`config.mk`:
```
export PLATFORM = sky130hd
export DESIGN_NAME = cmdpkt_if
export DESIGN_NICKNAME = d
export VERILOG_FILES = /design/src/rtl/cmdpkt_pkg.sv /design/src/rtl/cmdpkt_fifo.sv /design/src/rtl/cmdpkt_tx_seq.sv /design/src/rtl/cmdpkt_rx_pack.sv /design/src/rtl/cmdpkt_if.sv
export SDC_FILE = /design/constraint.sdc
export NUM_CORES = 1
export LEC_CHECK = 0
export CORE_ASPECT_RATIO = 0.9
export CORE_MARGIN = 4
export CORE_UTILIZATION = 59
export DETAILED_ROUTE_END_ITERATION = 10
export DONT_BUFFER_PORTS = 1
export PLACE_DENSITY = 0.75
export SYNTH_ARGS = -nofsm -noshare
export SYNTH_HDL_FRONTEND = slang
export SYNTH_SLANG_ARGS = --single-unit
```
`constraint.sdc`:
```
create_clock -name clk -period 6.4 [get_ports clk]
set_clock_uncertainty 0.1 [all_clocks]
set_input_delay 0.96 -clock clk [delete_from_list [all_inputs] [get_ports clk]]
set_output_delay 0.96 -clock clk [all_outputs]
set_load 0.01 [all_outputs]
```
`src/rtl/cmdpkt_pkg.sv`:
```
// Shared types and helpers for the command packet queue interface.
// Assumes 32-bit payload words and 24-bit headers (type byte + 16-bit count).
package cmdpkt_pkg;

    localparam int WORD_W = 32;
    localparam int HDR_W  = 24;

    typedef enum logic [1:0] {
        REG_CFG  = 2'd0,
        REG_HDR  = 2'd1,
        REG_PLD  = 2'd2,
        REG_STAT = 2'd3
    } reg_sel_e;

    typedef enum logic [1:0] {
        TX_IDLE = 2'd0,
        TX_HDR  = 2'd1,
        TX_PLD  = 2'd2
    } tx_state_e;

    // status bit positions (fixed)
    localparam int ST_HDR_EMPTY = 0;
    localparam int ST_HDR_FULL  = 1;
    localparam int ST_WP_EMPTY  = 2;
    localparam int ST_WP_FULL   = 3;
    localparam int ST_RP_EMPTY  = 4;
    localparam int ST_RP_FULL   = 5;
    localparam int ST_RD_BUSY   = 6;
    localparam int ST_OVF       = 7;

    function automatic logic dt_is_long(input logic [7:0] dt);
        return dt[3:0] == 4'h9;
    endfunction

    function automatic logic dt_is_read(input logic [7:0] dt);
        return (dt[3:0] == 4'h4) || (dt[3:0] == 4'h6);
    endfunction

    // keep only the first 'tail' bytes of a word (tail 0 keeps all four)
    function automatic logic [WORD_W-1:0] tail_mask(input logic [WORD_W-1:0] w,
                                                    input logic [1:0] tail);
        logic [WORD_W-1:0] m;
        m = '1;
        for (int b = 1; b < 4; b++) begin
            if (tail != 2'd0 && b >= int'(tail)) m[b*8 +: 8] = 8'h00;
        end
        return w & m;
    endfunction

endpackage

```
`src/rtl/cmdpkt_fifo.sv`:
```
// Synchronous show-ahead queue. A push while full is dropped and flagged
// with a one-cycle 'drop' pulse; a pop while empty is ignored. The head
// reads as zero when empty. Assumes DEPTH >= 2.
module cmdpkt_fifo #(
    parameter int W     = 32,
    parameter int DEPTH = 16,
    localparam int AW   = $clog2(DEPTH),
    localparam int CW   = $clog2(DEPTH + 1)
) (
    input  logic          clk,
    input  logic          rst_n,
    input  logic          push,
    input  logic [W-1:0]  push_data,
    input  logic          pop,
    output logic [W-1:0]  head,
    output logic          empty,
    output logic          full,
    output logic          drop,
    output logic [CW-1:0] count
);

    logic [W-1:0]  mem [DEPTH];
    logic [AW-1:0] wr_ptr, rd_ptr;
    logic          do_push, do_pop;

    localparam logic [AW-1:0] LAST_IDX = AW'(DEPTH - 1);
    localparam logic [CW-1:0] DEPTH_C  = CW'(DEPTH);

    assign empty   = (count == '0);
    assign full    = (count == DEPTH_C);
    assign do_push = push && !full;
    assign do_pop  = pop && !empty;
    assign drop    = push && full;
    assign head    = empty ? '0 : mem[rd_ptr];

    // storage write
    always_ff @(posedge clk) begin
        if (do_push) mem[wr_ptr] <= push_data;
    end

    // pointer and occupancy bookkeeping
    always_ff @(posedge clk) begin
        if (!rst_n) begin
            wr_ptr <= '0;
            rd_ptr <= '0;
            count  <= '0;
        end else begin
            if (do_push) wr_ptr <= (wr_ptr == LAST_IDX) ? '0 : wr_ptr + 1'b1;
            if (do_pop)  rd_ptr <= (rd_ptr == LAST_IDX) ? '0 : rd_ptr + 1'b1;
            case ({do_push, do_pop})
                2'b10:   count <= count + 1'b1;
                2'b01:   count <= count - 1'b1;
                default: count <= count;
            endcase
        end
    end


    fifo_bound_chk: assert property (@(posedge clk) disable iff (!rst_n)
        count <= DEPTH_C);


    drop_keeps_count_chk: assert property (@(posedge clk) disable iff (!rst_n)
        (drop && !pop) |=> (count == $past(count)));

endmodule

```
`src/rtl/cmdpkt_tx_seq.sv`:
```
// Transmit sequencer: waits for a header and (for long packets) enough
// queued payload, then streams header and payload beats over valid/ready.
// Assumes header bits 7:0 are the type and bits 23:8 the byte count.
module cmdpkt_tx_seq
    import cmdpkt_pkg::*;
#(
    parameter int DEPTH = 16,
    localparam int CW   = $clog2(DEPTH + 1)
) (
    input  logic              clk,
    input  logic              rst_n,
    input  logic              hdr_empty,
    input  logic [HDR_W-1:0]  hdr_word,
    input  logic              pld_empty,
    input  logic [CW-1:0]     pld_count,
    input  logic [WORD_W-1:0] pld_word,
    input  logic              tx_ready,
    output logic              hdr_pop,
    output logic              pld_pop,
    output logic              hdr_accept,
    output logic              tx_valid,
    output logic [WORD_W-1:0] tx_data,
    output logic              tx_first,
    output logic              tx_last
);

    localparam logic [15:0] DEPTH16 = 16'(DEPTH);

    tx_state_e   state;
    logic [15:0] rem_words;
    logic [1:0]  tail_bytes;
    logic [7:0]  dt;
    logic [15:0] wc;
    logic [16:0] words17;
    logic [15:0] words, need;
    logic        is_long, can_start;

    assign dt      = hdr_word[7:0];
    assign wc      = hdr_word[23:8];
    assign words17 = ({1'b0, wc} + 17'd3) >> 2;
    assign words   = words17[15:0];
    assign need    = (words > DEPTH16) ? DEPTH16 : words;
    assign is_long = dt_is_long(dt);
    assign can_start = !hdr_empty && (!is_long || (16'(pld_count) >= need));

    // beat presentation for the current state
    always_comb begin
        tx_valid = 1'b0;
        tx_data  = '0;
        tx_first = 1'b0;
        tx_last  = 1'b0;
        case (state)
            TX_HDR: begin
                tx_valid = 1'b1;
                tx_data  = {8'h00, hdr_word};
                tx_first = 1'b1;
                tx_last  = !is_long || (words == 16'd0);
            end
            TX_PLD: begin
                tx_valid = !pld_empty;
                tx_last  = (rem_words == 16'd1);
                tx_data  = tx_last ? tail_mask(pld_word, tail_bytes) : pld_word;
            end
            default: ;
        endcase
    end

    assign hdr_accept = (state == TX_HDR) && tx_ready;
    assign hdr_pop    = hdr_accept;
    assign pld_pop    = (state == TX_PLD) && tx_valid && tx_ready;

    // packet sequencing
    always_ff @(posedge clk) begin
        if (!rst_n) begin
            state      <= TX_IDLE;
            rem_words  <= '0;
            tail_bytes <= '0;
        end else begin
            case (state)
                TX_IDLE: if (can_start) state <= TX_HDR;
                TX_HDR: if (tx_ready) begin
                    rem_words  <= words;
                    tail_bytes <= wc[1:0];
                    state      <= tx_last ? TX_IDLE : TX_PLD;
                end
                TX_PLD: if (pld_pop) begin
                    rem_words <= rem_words - 16'd1;
                    if (tx_last) state <= TX_IDLE;
                end
                default: state <= TX_IDLE;
            endcase
        end
    end


    tx_hold_chk: assert property (@(posedge clk) disable iff (!rst_n)
        (tx_valid && !tx_ready) |=> (tx_valid && $stable(tx_data)));


    pld_after_hdr_chk: assert property (@(posedge clk) disable iff (!rst_n)
        (pld_pop) |-> (state == TX_PLD && rem_words != 16'd0));

endmodule

```
`src/rtl/cmdpkt_rx_pack.sv`:
```
// Packs a receiver byte stream, least significant byte first, into
// 32-bit words. A byte flagged last closes the word zero-padded.
// Assumes at most one byte per cycle.
module cmdpkt_rx_pack
    import cmdpkt_pkg::*;
(
    input  logic              clk,
    input  logic              rst_n,
    input  logic              rx_valid,
    input  logic [7:0]        rx_byte,
    input  logic              rx_last,
    output logic              word_push,
    output logic [WORD_W-1:0] word_data
);

    logic [23:0] acc;
    logic [1:0]  idx;

    assign word_data = {8'h00, acc} | (WORD_W'(rx_byte) << {idx, 3'b000});
    assign word_push = rx_valid && ((idx == 2'd3) || rx_last);

    // byte accumulation
    always_ff @(posedge clk) begin
        if (!rst_n) begin
            acc <= '0;
            idx <= '0;
        end else if (rx_valid) begin
            if (word_push) begin
                acc <= '0;
                idx <= '0;
            end else begin
                acc <= word_data[23:0];
                idx <= idx + 2'd1;
            end
        end
    end


    pack_restart_chk: assert property (@(posedge clk) disable iff (!rst_n)
        word_push |=> (idx == 2'd0 && acc == 24'd0));

endmodule

```
`src/rtl/cmdpkt_if.sv`:
```
// Top of the command packet queue interface: register decode, three
// queues, transmit sequencer, receive packer, read-busy and overflow flags.
// Assumes register strobes are single-cycle and the address is stable with them.
module cmdpkt_if
    import cmdpkt_pkg::*;
#(
    parameter int DEPTH = 16,
    localparam int CW   = $clog2(DEPTH + 1)
) (
    input  logic        clk,
    input  logic        rst_n,
    input  logic        reg_wr,
    input  logic        reg_rd,
    input  logic [1:0]  reg_addr,
    input  logic [31:0] reg_wdata,
    output logic [31:0] reg_rdata,
    output logic        tx_valid,
    input  logic        tx_ready,
    output logic [31:0] tx_data,
    output logic        tx_first,
    output logic        tx_last,
    input  logic        rx_valid,
    input  logic [7:0]  rx_byte,
    input  logic        rx_last,
    output logic        te_en,
    output logic        ack_req
);

    logic [1:0]        cfg_q;
    logic              ovf_q, busy_q;
    logic              hdr_push, wp_push, rp_pop, ovf_clr;
    logic              hf_empty, hf_full, hf_drop, hf_pop;
    logic              wf_empty, wf_full, wf_drop, wf_pop;
    logic              rf_empty, rf_full, rf_drop;
    logic [CW-1:0]     hf_count, wf_count, rf_count;
    logic [HDR_W-1:0]  hf_head;
    logic [WORD_W-1:0] wf_head, rf_head, rx_word;
    logic              rx_push, hdr_accept, busy_set, busy_clr;
    logic [7:0]        status;
    logic              unused_cnt;

    assign unused_cnt = ^{hf_count, rf_count};

    assign hdr_push = reg_wr && (reg_addr == REG_HDR);
    assign wp_push  = reg_wr && (reg_addr == REG_PLD);
    assign rp_pop   = reg_rd && (reg_addr == REG_PLD);
    assign ovf_clr  = reg_wr && (reg_addr == REG_STAT) && reg_wdata[ST_OVF];

    cmdpkt_fifo #(.W(HDR_W), .DEPTH(DEPTH)) u_hdr_q (
        .clk(clk), .rst_n(rst_n), .push(hdr_push), .push_data(reg_wdata[HDR_W-1:0]),
        .pop(hf_pop), .head(hf_head), .empty(hf_empty), .full(hf_full),
        .drop(hf_drop), .count(hf_count));

    cmdpkt_fifo #(.W(WORD_W), .DEPTH(DEPTH)) u_wpld_q (
        .clk(clk), .rst_n(rst_n), .push(wp_push), .push_data(reg_wdata),
        .pop(wf_pop), .head(wf_head), .empty(wf_empty), .full(wf_full),
        .drop(wf_drop), .count(wf_count));

    cmdpkt_fifo #(.W(WORD_W), .DEPTH(DEPTH)) u_rpld_q (
        .clk(clk), .rst_n(rst_n), .push(rx_push), .push_data(rx_word),
        .pop(rp_pop), .head(rf_head), .empty(rf_empty), .full(rf_full),
        .drop(rf_drop), .count(rf_count));

    cmdpkt_tx_seq #(.DEPTH(DEPTH)) u_tx (
        .clk(clk), .rst_n(rst_n), .hdr_empty(hf_empty), .hdr_word(hf_head),
        .pld_empty(wf_empty), .pld_count(wf_count), .pld_word(wf_head),
        .tx_ready(tx_ready), .hdr_pop(hf_pop), .pld_pop(wf_pop),
        .hdr_accept(hdr_accept), .tx_valid(tx_valid), .tx_data(tx_data),
        .tx_first(tx_first), .tx_last(tx_last));

    cmdpkt_rx_pack u_rx (
        .clk(clk), .rst_n(rst_n), .rx_valid(rx_valid), .rx_byte(rx_byte),
        .rx_last(rx_last), .word_push(rx_push), .word_data(rx_word));

    assign busy_set = hdr_accept && (dt_is_read(hf_head[7:0]) || cfg_q[1]);
    assign busy_clr = rx_valid && rx_last;

    // configuration register
    always_ff @(posedge clk) begin
        if (!rst_n)                                  cfg_q <= '0;
        else if (reg_wr && (reg_addr == REG_CFG))    cfg_q <= reg_wdata[1:0];
    end

    // sticky overflow flag: any dropped push sets it, write-one clears it
    always_ff @(posedge clk) begin
        if (!rst_n)                              ovf_q <= 1'b0;
        else if (hf_drop || wf_drop || rf_drop)  ovf_q <= 1'b1;
        else if (ovf_clr)                        ovf_q <= 1'b0;
    end

    // read-busy flag: set by a response-expecting header, cleared by the final byte
    always_ff @(posedge clk) begin
        if (!rst_n)        busy_q <= 1'b0;
        else if (busy_set) busy_q <= 1'b1;
        else if (busy_clr) busy_q <= 1'b0;
    end

    assign status = {ovf_q, busy_q, rf_full, rf_empty, wf_full, wf_empty, hf_full, hf_empty};
    assign te_en   = cfg_q[0];
    assign ack_req = cfg_q[1];

    // register read mux
    always_comb begin
        case (reg_sel_e'(reg_addr))
            REG_CFG:  reg_rdata = {30'd0, cfg_q};
            REG_PLD:  reg_rdata = rf_head;
            REG_STAT: reg_rdata = {24'd0, status};
            default:  reg_rdata = '0;
        endcase
    end


    busy_clear_chk: assert property (@(posedge clk) disable iff (!rst_n)
        (rx_valid && rx_last && !busy_set) |=> !busy_q);


    ovf_sticky_chk: assert property (@(posedge clk) disable iff (!rst_n)
        (ovf_q && !ovf_clr) |=> ovf_q);


    ovf_set_chk: assert property (@(posedge clk) disable iff (!rst_n)
        (wf_drop || hf_drop || rf_drop) |=> ovf_q);


    status_excl_chk: assert property (@(posedge clk) disable iff (!rst_n)
        !(status[ST_HDR_EMPTY] && status[ST_HDR_FULL]) && !(status[ST_WP_EMPTY] && status[ST_WP_FULL])
        && !(status[ST_RP_EMPTY] && status[ST_RP_FULL]));

endmodule

```
==> results of run 1 <==
## cell families after synthesis
family / share of synthesized area, %
muxes: 15.3
DFF: 74.2
adders and majority gates: 0.939
xor gates and xnor gates: 0.499
AOI/OAI and AO/OA: 3.63
buffers and inverters: 1.52
and+or+nand+nor: 3.89
## per-layer routing
layer | vias to the layer above | track usage (%) | part of all wire (%)
li1 | 12500 | - | -
met1 | 15800 | 36.1 | 37
met2 | 1796 | 44.4 | 50
met3 | 315 | 5.49 | 9.3
met4 | 4 | 9.39 | 3.4
met5 | - | 0 | 0.016
## placed cells by master, fill, tap and decap left out, drive strengths merged, types with 51 or more instances in the layout
cell type,netlist,final
clkbuf,100,190
mux2i,67,67
buf,58,83
dfxtp,101,101
edfxtp,1408,1408
a21oi,62,62
mux4,374,374
nand2,116,116
a211oi,73,73
nor2b,69,69
clkinv,1,51
nor2,89,89
## state kept, by name, summed over array words and instances, names as in the netlist, named ones only
signal           count
u_wpld_q.rd_ptr      4
u_tx.tail_bytes      2
u_hdr_q.mem        384
u_rpld_q.rd_ptr      4
u_hdr_q.count        5
ovf_q                1
u_rx.acc            24
u_wpld_q.count       5
u_rpld_q.mem       512
u_tx.state           2
u_wpld_q.wr_ptr      4
u_wpld_q.mem       512
u_rx.idx             2
u_hdr_q.wr_ptr       4
u_tx.rem_words      16
u_rpld_q.wr_ptr      4
u_hdr_q.rd_ptr       4
cfg_q                2
u_rpld_q.count       5
busy_q               1
## layout make-up
type,instances,area [sq um]
inverters,48,180
flip-flops and latches,1509,44300
multi-input cells,1295,14700
fillers,6276,33800
clock buffers,190,3980
clock inverters,72,810
well taps,1344,1680
repair buffers,83,698
## critical path: stages (launching register included)
cell and delay (ns):
dfxtp_4 0.61, buf_4 0.40, mux4_2 0.29, a22oi_1 0.09
nand2_1 0.23, o221ai_2 0.20, or4_1 0.71, nor4b_2 0.36
o221ai_1 0.15, a221o_1 0.38, o21a_1 0.23, o21ai_0 0.49
## power by group
group,switching [W],total [W],internal [W]
logic,0.000433,0.000678,0.000245
clock network,0.00360,0.00857,0.00497
registers,0.0000481,0.0109,0.0108
## repair_timing
action / 4_1_cts / 5_1_grt
buffers inserted: 0 / 2
hold buffers: 0 / 0
endpoints found under the setup margin: 0 / 3
## final timing paths
kind                                  start  cells past startpoint                        endpoint  slack (ns)
max                               flip-flop                     11                         tx_last        0.45
min                           reg_wdata[29]                      0  u_wpld_q.mem[10][29]$_DFFE_PP_        0.20
max reg2reg                       flip-flop                     22      u_tx.state[0]$_SDFFE_PN0P_        0.57
min reg2reg  u_tx.rem_words[7]$_SDFFE_PN0P_                      2  u_tx.rem_words[7]$_SDFFE_PN0P_        0.38
## metrics by stage
stage | instance area, sq um | std cells | util [%] | setup slack [ns]
3_5_place_dp | 61500 | 4277 | 61.4 | 0.549
5_1_grt | 66400 | 4541 | 66.2 | 0.0739
4_1_cts | 66300 | 4539 | 66.2 | 0.243
6_report | 66400 | 4541 | 66.2 | 0.448
2_1_floorplan | 59700 | 3010 | - | 1.13
3_3_place_gp | 61500 | 4277 | 61.4 | 0.806
==> metrics.md, run 1 <==
| Metric | Value |
|---|---|
| CP endpoint kind | output pin |
| DRC errors left | 0 |
| Row count | 110 |
| Routed WL per cell | 31.0 um |
| Startpoint Class | flip-flop |
| GPL Wtd Cong | 0.920 |
| Fmax | 168 MHz |
| Pin count of the biggest net entering global routing | 66 |
| Initial DRC count | 4278 |
| Vias in the first global route | 30800 |
| Die H | 310 um |
| Post-synth top area cell | edfxtp_1 |
| Status | complete, no violations |
| CP arrival | 4.89 ns |
| GRT Overall Usage | 26.8% |
| Global-route wire length before repair | 206 mm |
| Synthesized area | 0.0597 sq mm |
| HPWL Detailed | 76.6 mm |
| Via count | 30400 |
| Root buffer cell | clkbuf_16 |
| Post_cts resized | 0 |
| Initial antenna violation count | 2 |
| Synth area leaders | edfxtp_1, mux4_2, dfxtp_1 |
| Initial Utilization | 59.6% |
| H-Tree Level Count | 4 |
| ANT cells | 0 |
| CTS tree | yes |
| Min cycle time layout | 5.95 ns |
| Share of cells above drive strength 1 | 23.1% |
| Post-synth top cells | edfxtp_1, mux4_2, nand2_1 |
| Synth cell types | 67 |
| CTS Buffer Depth | 3 |
| Hold WS | 0.199 ns |
| Total Power Consumption | 0.0201 W |
| Post-synth EDFFs | 1408 |
| Number of buffers added on ports | 0 |
| Synthesis-to-finish area growth | 11.2% |
| Syn Nets | 3102 |
| Die W | 343 um |
| Die ar. | 0.106 sq mm |
| Count of final setup violators | 0 |
| Final wirelength | 141 mm |
| Layout Nets | 3174 |
| Worst min path class | in2reg |
| LEAKAGE | 21.0 nW |
| CTS clk-pin slew, worst paths | 0.06 ns |
| Mean post-synth cell area | 19.8 sq um |
| Crit-path max FO | 17 |
| Routed Antenna Nets | 0 |
| Setup TNS | 0 ns |
| Async set or reset register ratio after synthesis | 0% |
| CTS buffer count | 145 |
| Mapped Cells | 3010 |
| Endpoints failing hold | 0 |
| Worst setup path class | reg2out |
| I/O Pins | 118 |
| Yosys warns | 0 |
| Period Utilization, post-route | 93.0% |
| Ys flop type | edfxtp_1 |
| Count leader, synth | edfxtp_1 |
| Core area | 0.100 sq mm |
| Slew headroom | 18.9% |
| Max-slew violations | 0 |
| RSZ-0062 raised after global routing | no |
| FF+latch count, synth | 1509 |
| Worst IR drop on VDD | 0.000352 V |
| First-pass iteration count of the detailed router | 8 |
| Grt ovf | 0 |
| Tightest Pin Transition | 1.22 ns |
| Via density | 6.70 |
| Clk_lat worst skew | 0.76 ns |
| Crit path required time | 5.34 ns |
| Sequential-to-total area share from yosys stat | 74.2% |
| Max-cap violations | 0 |
| PD cells | 303 mW/mm^2 |
| Area share of the leading cell type in the synthesized netlist | 70.8% |
| Clock Sinks | 1509 |
No activity file was read; power rests on OpenSTA's default activity.
==> run 2: changes to the inputs <==
- GPL_TIMING_DRIVEN: unset -> 0
==> metrics.md, run 2 (same netlist as run 1, synthesis figures left out) <==
| Metric | Value |
|---|---|
| Status | complete, no violations |
| Clock Sinks | 1509 (unchanged) |
| Die H | 310 um (unchanged) |
| Final wirelength | 150 mm (+6.3%) |
| RSZ-0062 raised after global routing | no |
| Period Utilization, post-route | 97.3% (+4.3 points) |
| Max-slew violations | 0 (unchanged) |
| Tightest Pin Transition | 1.32 ns (+0.107 ns) |
| CP arrival | 5.17 ns (+0.28 ns) |
| Worst setup path class | reg2out |
| Count of final setup violators | 0 (unchanged) |
| Row count | 110 (unchanged) |
| Min cycle time layout | 6.23 ns (+0.275 ns) |
| Routed WL per cell | 32.0 um (+3.0%) |
| Routed Antenna Nets | 0 (unchanged) |
| First-pass iteration count of the detailed router | 9 (+1) |
| PD cells | 295 mW/mm^2 (-2.5%) |
| CP endpoint kind | output pin |
| Die W | 343 um (unchanged) |
| Vias in the first global route | 31900 (+3.7%) |
| Number of buffers added on ports | 0 (unchanged) |
| Initial Utilization | 59.6% (unchanged) |
| GRT Overall Usage | 28.7% (+1.9 points) |
| Leading cell type in the layout, fill and taps excluded | edfxtp_1 |
| Clock Power Share | 42.0% (-0.6 points) |
| CTS tree | yes |
| I/O Pins | 118 (unchanged) |
| Worst IR drop on VDD | 0.000242 V (-31%) |
| Global-route wire length before repair | 219 mm (+6.2%) |
| Biggest regs | u_rpld_q.mem (512), u_wpld_q.mem (512), u_hdr_q.mem (384) |
| Clk_lat worst skew | 0.78 ns (+0.02 ns) |
| Most frequent cells in the layout | edfxtp_1, mux4_2, clkbuf_16, clkbuf_1, nand2_1 |
| Switching share of power | 21.3% (+0.99 points) |
| Max-cap violations | 0 (unchanged) |
| Post-cts hold buffer count | 0 (unchanged) |
| Core area | 0.100 sq mm (unchanged) |
| Initial DRC count | 4991 (+17%) |
| H-Tree Level Count | 4 (unchanged) |
| Cell mode on critical path | buf_1 |
| Crit-path max FO | 10 (-7) |
| Share of cells above drive strength 1 | 21.9% (-1.2 points) |
| Worst min path class | in2reg |
| Hold WS | 0.180 ns (-0.0195 ns) |
| Pin count of the biggest net entering global routing | 34 (-48%) |
| Int Power | 0.0157 W (-1.9%) |
| Layout Nets | 3319 (+4.6%) |
| Grt ovf | 0 (unchanged) |
| Root buffer cell | clkbuf_16 |
| Sequential power share | 54.4% (+0.4 points) |
| Via density | 6.75 (+0.71%) |
| GPL Wtd Cong | 0.903 (-1.8%) |
| Peak per-stage delay on the critical path | 1.09 ns (+0.38 ns) |
| Via count | 31700 (+4.0%) |
| Endpoints failing hold | 0 (unchanged) |
| Critical-path cell list | buf_2 -> buf_1 -> buf_1 -> mux4_2 -> nor4_1 -> o21a_1 -> o21ai_2 |
| Final worst slack | 0.173 ns (-0.275 ns) |
| CTS buffer count | 146 (+0.69%) |
| LEAKAGE | 21.4 nW (+1.6%) |
| Synthesis-to-finish area growth | 13.3% |
| Sw power | 0.00425 W (+4.2%) |
| Post-route insts no fill | 4690 (+3.3%) |
| Startpoint Class | flip-flop |
| Crit path required time | 5.34 ns (about the same) |
| Die ar. | 0.106 sq mm (unchanged) |
| Fmax | 161 MHz (-4.4%) |
| Initial antenna violation count | 3 (+1) |
| CP max stage cell | nor4_1 |
| DRC errors left | 0 (unchanged) |
| CTS clk-pin slew, worst paths | 0.07 ns (about the same) |
| Dpl cells | 4423 (+3.4%) |
| CTS Buffer Depth | 3 (unchanged) |
| Slew headroom | 10.9% (-8.0 points) |
| Comb pwr share | 3.7% (+0.3 points) |
| HPWL Detailed | 96.3 mm (+26%) |
| Post-Place Setup Slack | 0.168 ns (-0.381 ns) |
==> run 2: changes by cell type in the layout (fill, tap and decap cells not counted), moves of 16 or more <==
cell and delta:
buf_1 +35, buf_12 +21, buf_16 +16, buf_4 -74, buf_6 +30, clkbuf_1 +106
==> run 2: what timing repair did <==
item	CTS	global route
endpoints found under the setup margin	1	6
gates resized for setup	4	12
buffers inserted	0	0
==> run 2: power by group through the flow <==
stage | Sequential, W | Combinational, W | Clock (W)
after floorplan | 0.0111 | 0.000497 | 0
after global placement | 0.0111 | 0.000671 | 0
after detailed placement | 0.0111 | 0.000708 | 0
after CTS | 0.0109 | 0.000717 | 0.00846
after global routing | 0.0109 | 0.000789 | 0.00893
final | 0.0109 | 0.000732 | 0.00839
==> run 2: final cells by class <==
type / instances / area (sq um)
Sequential cell: 1509 / 44300
Fill cell: 6232 / 32600
Multi-Input combinational cell: 1295 / 14800
Clock buffer: 193 / 3900
Tap cell: 1344 / 1680
Timing Repair Buffer: 69 / 1260
Clock inverter: 73 / 803
Buffer: 158 / 743
Inverter: 48 / 180
Antenna cell: 1 / 2.50
==> run 2: final timing paths <==
kind / start / slack (ns) / endpoint / depth (start not counted)
max: flip-flop / 0.17 / tx_last / 7
min: reg_wdata[8] / 0.18 / u_hdr_q.mem[9][8]$_DFFE_PP_ / 0
max reg2reg: flip-flop / 0.39 / u_tx.state[0]$_SDFFE_PN0P_ / 24
min reg2reg: u_rx.acc[15]$_SDFFE_PN0P_ / 0.38 / u_rx.acc[15]$_SDFFE_PN0P_ / 2
==> run 2: per-layer routing <==
layer,global-route usage [%],wire length (um)
met1,40.3,56000
met2,45.8,73000
met3,6.07,15800
met4,9.83,5110
met5,0,0
==> run 2: critical path, delay by kind of cell, from the launching register on <==
kind / cells / cell delay (ns)
AO/OA/AOI/OAI: 2 / 0.42
buffers and inverters: 3 / 1.81
flip-flops: 1 / 0.34
multiplexers: 1 / 0.71
AND/OR/NAND/NOR: 1 / 1.09
==> run 2: per-stage QoR <==
stage,utilization [%],cell area (sq um),power [W],setup TNS [ns]
2_1_floorplan,-,59700,0.0116,0
6_report,67.5,67600,0.0200,0
5_1_grt,67.5,67600,0.0206,0
3_5_place_dp,62.8,62900,0.0118,0
4_1_cts,67.5,67600,0.0200,0
3_3_place_gp,61.3,61400,0.0117,-422.41
